===== config.mk =====
export PLATFORM = sky130hd
export DESIGN_NAME = dten_ctrl
export DESIGN_NICKNAME = d
export VERILOG_FILES = /design/src/rtl/dten_pkg.sv /design/src/rtl/dten_window.sv /design/src/rtl/dten_beats.sv /design/src/rtl/dten_ctrl.sv
export SDC_FILE = /design/constraint.sdc
export NUM_CORES = 1
export LEC_CHECK = 0
export BUFFER_PORTS_ARGS = -buffer_cell sky130_fd_sc_hd__buf_2
export CAP_MARGIN = 20
export CORE_ASPECT_RATIO = 1.1
export CORE_MARGIN = 2
export CORE_UTILIZATION = 35
export CTS_BUF_LIST = sky130_fd_sc_hd__clkbuf_4
export CTS_CLUSTER_SIZE = 12
export DETAILED_ROUTE_END_ITERATION = 12
export MAX_ROUTING_LAYER = met4
export SLEW_MARGIN = 20
export SYNTH_ARGS = -nofsm -noshare
export SYNTH_HDL_FRONTEND = slang
export SYNTH_SLANG_ARGS = --single-unit

===== constraint.sdc =====
create_clock -name clk -period 3.65 [get_ports clk]
set_clock_uncertainty 0.15 [all_clocks]
set_input_delay 0.73 -clock clk [delete_from_list [all_inputs] [get_ports clk]]
set_output_delay 0.73 -clock clk [all_outputs]
set_load 0.02 [all_outputs]

===== src/rtl/dten_pkg.sv =====
package dten_pkg;
  typedef enum logic [1:0] {
    ST_IDLE  = 2'd0,
    ST_XFER  = 2'd1,
    ST_CLOSE = 2'd2
  } dten_state_e;
endpackage


===== src/rtl/dten_window.sv =====
// Counts down from the grant to the opening of the address-retry window.
module dten_window #(
  parameter int WIN_W = 3
) (
  input  logic             clk,
  input  logic             rst_n,
  input  logic             load,
  input  logic [WIN_W-1:0] win_in,
  output logic             ok_std,
  output logic             ok_stream
);
  logic [WIN_W-1:0] cnt;

  always_ff @(posedge clk) begin
    if (!rst_n)          cnt <= '0;
    else if (load)       cnt <= (win_in == '0) ? '0 : win_in - WIN_W'(1);
    else if (cnt != '0)  cnt <= cnt - WIN_W'(1);
  end

  // Standard mode may move one cycle ahead of the window; streaming may not.
  assign ok_std    = (cnt <= WIN_W'(1));
  assign ok_stream = (cnt == '0);

  AST_WIN_DRAIN: assert property (@(posedge clk) disable iff (!rst_n)
    (!load && cnt != '0) |=> (cnt == $past(cnt) - WIN_W'(1)));
endmodule


===== src/rtl/dten_beats.sv =====
// Tracks how many beats of the tenure are acknowledged and not revoked.
module dten_beats #(
  parameter  int BEATS  = 4,
  localparam int BEAT_W = (BEATS > 1) ? $clog2(BEATS) : 1,
  localparam int CNT_W  = $clog2(BEATS + 1)
) (
  input  logic              clk,
  input  logic              rst_n,
  input  logic              clear,
  input  logic              ack,
  input  logic              cancel,
  output logic [BEAT_W-1:0] idx,
  output logic              last
);
  logic [CNT_W-1:0] cnt;

  always_ff @(posedge clk) begin
    if (!rst_n)                cnt <= '0;
    else if (clear)            cnt <= '0;
    else if (ack && !cancel)   cnt <= cnt + CNT_W'(1);
    else if (cancel && !ack)   cnt <= cnt - CNT_W'(1);
  end

  assign idx  = cnt[BEAT_W-1:0];
  assign last = (cnt == CNT_W'(BEATS - 1));

  AST_BEAT_BOUND: assert property (@(posedge clk) disable iff (!rst_n)
    cnt <= CNT_W'(BEATS));
  AST_NO_UNDERFLOW: assert property (@(posedge clk) disable iff (!rst_n)
    cancel |-> (cnt != '0));
endmodule


===== src/rtl/dten_ctrl.sv =====
module dten_ctrl #(
  parameter  int TAG_W  = 4,
  parameter  int WIN_W  = 3,
  parameter  int BEATS  = 4,
  localparam int BEAT_W = (BEATS > 1) ? $clog2(BEATS) : 1
) (
  input  logic              clk,
  input  logic              rst_n,
  input  logic              mode_stream,
  input  logic              req_valid,
  output logic              req_ready,
  input  logic [TAG_W-1:0]  req_tag,
  input  logic [WIN_W-1:0]  req_win,
  input  logic              data_rdy,
  input  logic              addr_retry,
  input  logic              data_retry,
  output logic              bus_grant,
  output logic              xfer_ack,
  output logic [BEAT_W-1:0] ack_beat,
  output logic [TAG_W-1:0]  ack_tag,
  output logic              beat_commit,
  output logic [BEAT_W-1:0] commit_beat,
  output logic [TAG_W-1:0]  commit_tag,
  output logic              beat_cancel,
  output logic              proto_err
);
  import dten_pkg::*;

  dten_state_e       st, st_nxt;
  logic              cur_stream;
  logic [TAG_W-1:0]  tag_q;
  logic              ack_q;
  logic [BEAT_W-1:0] ackb_q;
  logic              err_q;
  logic              ok_std, ok_stream, win_ok;
  logic              last;
  logic [BEAT_W-1:0] idx;
  logic              retry, accept;

  dten_window #(.WIN_W(WIN_W)) u_win (
    .clk(clk), .rst_n(rst_n), .load(accept), .win_in(req_win),
    .ok_std(ok_std), .ok_stream(ok_stream)
  );

  dten_beats #(.BEATS(BEATS)) u_beats (
    .clk(clk), .rst_n(rst_n), .clear(accept), .ack(xfer_ack),
    .cancel(beat_cancel), .idx(idx), .last(last)
  );

  assign retry  = addr_retry | data_retry;
  assign win_ok = cur_stream ? ok_stream : ok_std;

  // Standard mode holds back a beat while a retry is on the bus.
  assign xfer_ack    = (st == ST_XFER) && data_rdy && win_ok && (cur_stream || !retry);
  assign beat_cancel = !cur_stream && ack_q && retry;
  assign req_ready   = (st == ST_IDLE) ||
                       ((st == ST_XFER) && cur_stream && xfer_ack && last);
  assign accept      = req_valid && req_ready;
  assign bus_grant   = accept;

  assign ack_beat    = idx;
  assign ack_tag     = tag_q;
  assign beat_commit = cur_stream ? xfer_ack : (ack_q && !retry);
  assign commit_beat = cur_stream ? idx : ackb_q;
  assign commit_tag  = tag_q;
  assign proto_err   = err_q;

  always_comb begin
    st_nxt = st;
    unique case (st)
      ST_IDLE:  if (accept) st_nxt = ST_XFER;
      ST_XFER:  if (xfer_ack && last) begin
                  if (!cur_stream)  st_nxt = ST_CLOSE;
                  else if (!accept) st_nxt = ST_IDLE;
                end
      ST_CLOSE: st_nxt = beat_cancel ? ST_XFER : ST_IDLE;
      default:  st_nxt = ST_IDLE;
    endcase
  end

  always_ff @(posedge clk) begin
    if (!rst_n) begin
      st         <= ST_IDLE;
      cur_stream <= 1'b0;
      tag_q      <= '0;
      ack_q      <= 1'b0;
      ackb_q     <= '0;
      err_q      <= 1'b0;
    end else begin
      st     <= st_nxt;
      ack_q  <= xfer_ack && !cur_stream;
      ackb_q <= idx;
      if (accept) tag_q <= req_tag;
      if (accept && st == ST_IDLE) cur_stream <= mode_stream;
      if (cur_stream && retry) err_q <= 1'b1;
    end
  end

  AST_NO_ACK_ON_GRANT: assert property (@(posedge clk) disable iff (!rst_n)
    (bus_grant && st == ST_IDLE) |-> !xfer_ack);
  AST_CANCEL_FOLLOWS_ACK: assert property (@(posedge clk) disable iff (!rst_n)
    beat_cancel |-> $past(xfer_ack));
  AST_STD_COMMIT_LAG: assert property (@(posedge clk) disable iff (!rst_n)
    (!cur_stream && beat_commit) |-> $past(xfer_ack));
  AST_STREAM_NEVER_CANCELS: assert property (@(posedge clk) disable iff (!rst_n)
    cur_stream |-> !beat_cancel);
  AST_ERR_STICKY: assert property (@(posedge clk) disable iff (!rst_n)
    proto_err |=> proto_err);
  AST_MODE_HELD: assert property (@(posedge clk) disable iff (!rst_n)
    (st != ST_IDLE) |=> $stable(cur_stream));
endmodule


==> reports/metrics.sh <==
OUTCOME='finished, final reports clean'
TOP_LAYER='met4'
ARRIVAL_NS=1.85
YOSYSTOPAREACELLSHARE=0.337
TIMING.CRITICAL_PATH.FROM_TYPE='register'
ENDPOINT_KIND='output pin'
WL_UM=2160
LAUNCH_POINT_OF_THE_WORST_PATH='u_win.cnt[0]'
DIEWIDTH_UM=55.2
P_TOTAL_mW=0.427
SLEW_VIOLATIONS=0
CLOCK_TREE.ROOT_CELL='sky130_fd_sc_hd__clkbuf_4'
SYNTH.DISTINCT_CELLS=38
MAX_FREQ_MHz=366
DRTANTENNAVIOLNETS=0
CTS_BUFFERS=3
VIAS=874
SYNTH-MAIN-FF-CELL='sky130_fd_sc_hd__dfxtp_1'
WORSTPATHMAXFANOUT=10
CORE_UTILIZATION_OF_THE_FINISHED_LAYOUT=0.421
POSTSYNTH.ASYNCRESETSHARE=0
YOSYSTOPAREACELL='sky130_fd_sc_hd__dfxtp_1'
VIA_PER_INST=5.02
FINAL_LAYOUT_SIZE_SUFFIX_GT1_FRAC=0.298
DIE_AREA_MM2=0.00333
NUMBER_OF_MAXIMUM_CAPACITANCE_VIOLATIONS=0
HOLD_CLASS='reg2reg'
TIMING.RR.END='u_beats.cnt[2]'
POST-PLACE-WS_NS=0.920
TOTAL_LEAKAGE_POWER_nW=0.564
SEQUENCE_OF_CELLS_ON_THE_CRITICAL_PATH='inv_1 -> ha_1 -> nand2b_4 -> o31a_2 -> nor2_1 -> buf_2'
MAX_SLEW.WORST_PIN.SLEW_NS=0.809
FINALWORSTSETUPSLACK_NS=0.917
GRT_MAX_DEGREE=15
FIRST_ITER_VIOLATIONS=6
WORST_SLEW_MARGIN_REL=0.456
SETUP_TOTAL_NEGATIVE_SLACK_NS=0
CRITICAL_PATH.N_BUFFERS_INVERTERS=2
SYNTH_AREA_PER_CELL_UM2=8.63
SYNTH.YOSYS.SEQ_AREA_SHARE=0.337
POST_CTS_RESIZE_COUNT=0
ANTENNA_FOUND_INITIAL=0
SYN2LAYOUT_AREA_GROWTH_PCT=14.7
NETS=163
CTS_SETUP_BUFFERS=0
MET2WIRELENGTH_UM=1060
CTS_TREE='done'
MIN_TO='proto_err'
WL_MET1_UM=956
MAPPEDNETLISTAREA_MM2=0.00101
MIN_PERIOD_OVER_PERIOD=0.749
DPL.CELL_COUNT=170
YOSYS_REG_BITS=17
CORE_MM2=0.00275
SYNTH_FP_NETS=138
DESIGN.PORTCOUNT=32
FINAL_HOLD_VIOLATING_ENDPOINTS=0
WORSTREGTOREGCELLS=12
GLOBAL_ROUTE_WIRE_LENGTH_BEFORE_REPAIR_UM=3730
PLACEMENT.IO_BUFFERS=31
FINAL_DESIGN_AREA_NO_FILL_MM2=0.00116
CLKSLEWWORSTSETUPHOLDPATHS_NS=0.10
PATH_DELAY_FAMILY='compound AO/OA/AOI/OAI gates'
GPL.FINAL_WEIGHTED_CONGESTION=0.788
MOST_COMMON_CELL_IN_THE_NETLIST='sky130_fd_sc_hd__dfxtp_1'
CPPEAKSTAGEDELAY_NS=0.44
WORST_HOLD_PATH_STAGE_COUNT=2
WORSTHOLDSTART='proto_err'
DR.PASS1.ITERS=2
DRT-WIRELENGTH-PER-CELL_UM=12.4
SETUP_REPAIR_AFTER_GLOBAL_ROUTING_MISSED_ITS_MARGIN='false'
DPL.HPWL_UM=1670
GRT.OVERFLOW.TOTAL=0
SYNTH_ENABLE_FLOP_CELLS=0
INITIAL_UTILIZATION=0.367
CTS-ROOT-TO-SINK-BUFFERS=2
GR-USAGE-ALL-LAYERS=0.147
POSTCTSHOLDBUFS=0
TIMING.REG2REG.SETUP_SLACK_NS=1.04
REPORT.FINAL.SETUP_VIOL=0
WORST_PATH_MAX_DELAY_CELL='sky130_fd_sc_hd__o31a_2'
SYNTH.CELLS.MOST_FREQUENT='sky130_fd_sc_hd__dfxtp_1, sky130_fd_sc_hd__nor2_1, sky130_fd_sc_hd__o21ai_0'
H-TREE-DEPTH=1
REG_TO_REG_STARTPOINT='u_win.cnt[0]'
WORST-SETUP-PATH-TYPE='reg2out'
GRT_PASS1_VIAS=860
WORST-ENDPOINT-REQUIRED_NS=2.77
YOSYSWARNINGS=0
POST_SYNTH_MAIN_AREA_CONTRIBUTORS='sky130_fd_sc_hd__dfxtp_1, sky130_fd_sc_hd__ha_1, sky130_fd_sc_hd__buf_4, sky130_fd_sc_hd__o21ai_0, sky130_fd_sc_hd__a21boi_0'
IR_DROP_mV=0.215
SYNTH_CELLS=117
MET3ROUTEDLENGTH_UM=113
DETAIL_ROUTE.DRC_VIOLATIONS=0
PERIOD_NEEDED_NS=2.73
INSERTEDDIODECOUNT=0
CLOCK_LATENCY_NS=0.29
STD_CELL_ROWS=20
HOLD_SLACK_NS=0.345
CTS.SINK_COUNT=17
PLACED_CELL_AREA_MM2=0.00113
POWER.DENSITY_mW_PER_MM2=368
FIN_CELLS=174
FP.DIEH_UM=60.3
==> flip-flops by register name (all words and copies together), names as in the netlist <==
name,count
u_win.cnt,3
ack_q,1
u_beats.cnt,3
st,2
cur_stream,1
ack_tag,4
ackb_q,2
proto_err,1
==> where the power goes <==
group          internal (mW)  total [mW]  switching, mW
clock network         0.0408       0.102         0.0612
logic                 0.0501       0.115         0.0644
registers              0.197       0.210         0.0127
==> how the worst max path moves through the flow <==
| stage | endpoint | cells past startpoint |
|---|---|---|
| final | bus_grant | 6 |
| after floorplan | u_beats.cnt[2] | 10 |
| after global routing | bus_grant | 6 |
| after global placement | u_beats.cnt[2] | 11 |
| after detailed placement | u_beats.cnt[2] | 11 |
| after CTS | bus_grant | 6 |
==> layout make-up <==
| type | instances | area, um^2 |
|---|---|---|
| Fill cell | 301 | 1590 |
| Multi-Input combinational cell | 81 | 564 |
| Sequential cell | 17 | 340 |
| Timing Repair Buffer | 31 | 155 |
| Tap cell | 33 | 41.3 |
| Inverter | 8 | 30.0 |
| Clock buffer | 3 | 22.5 |
| Clock inverter | 1 | 5.00 |
==> kinds of logic after synthesis <==
group                    synth area share
AO/OA/AOI/OAI                       0.187
buffers and inverters               0.104
XOR/XNOR                           0.0347
flip-flops                          0.337
adder cells (fa/ha/maj)            0.0942
AND/OR/NAND/NOR                     0.201
multiplexers                       0.0421
==> worst min-delay path, cell delays in order, from the launching register on <==
cell and delay, ns:
sky130_fd_sc_hd__dfxtp_1 0.34, sky130_fd_sc_hd__a21oi_1 0.04, sky130_fd_sc_hd__nor2b_1 0.09
==> placed cells by master (no fill, tap or decap) <==
cell                        instances
sky130_fd_sc_hd__o211a_1            2
sky130_fd_sc_hd__xor2_1             2
sky130_fd_sc_hd__o21a_1             1
sky130_fd_sc_hd__o21bai_1           1
sky130_fd_sc_hd__or3_1              1
sky130_fd_sc_hd__nand2b_4           1
sky130_fd_sc_hd__a211o_1            1
sky130_fd_sc_hd__nand2b_1           4
sky130_fd_sc_hd__clkbuf_4           3
sky130_fd_sc_hd__o2111ai_1          1
sky130_fd_sc_hd__mux2i_1            2
sky130_fd_sc_hd__nand3_1            4
sky130_fd_sc_hd__and2_1             2
sky130_fd_sc_hd__o21ai_0            9
sky130_fd_sc_hd__a21boi_0           5
sky130_fd_sc_hd__mux2_2             2
sky130_fd_sc_hd__o31a_2             1
sky130_fd_sc_hd__dfxtp_1           17
sky130_fd_sc_hd__ha_1               6
sky130_fd_sc_hd__o31ai_1            1
sky130_fd_sc_hd__xnor2_1            2
sky130_fd_sc_hd__buf_2             31
sky130_fd_sc_hd__nor3_1             3
sky130_fd_sc_hd__o311a_1            1
sky130_fd_sc_hd__or2_2              2
sky130_fd_sc_hd__nand3b_1           1
sky130_fd_sc_hd__and3_2             1
sky130_fd_sc_hd__nor2b_1            2
sky130_fd_sc_hd__clkinv_2           1
sky130_fd_sc_hd__a31oi_1            1
sky130_fd_sc_hd__fa_1               1
sky130_fd_sc_hd__nor2_1            10
sky130_fd_sc_hd__inv_1              8
sky130_fd_sc_hd__nor4_1             1
sky130_fd_sc_hd__and2b_1            1
sky130_fd_sc_hd__a21oi_1            4
sky130_fd_sc_hd__nand2_1            5
==> metal layers <==
layer | up-vias | track usage
met4 | 0 | 0.0627
li1 | 441 | -
met1 | 403 | 0.165
met3 | 4 | 0.0299
met2 | 26 | 0.257
met5 | - | -
(Power assumes the default switching activity.)
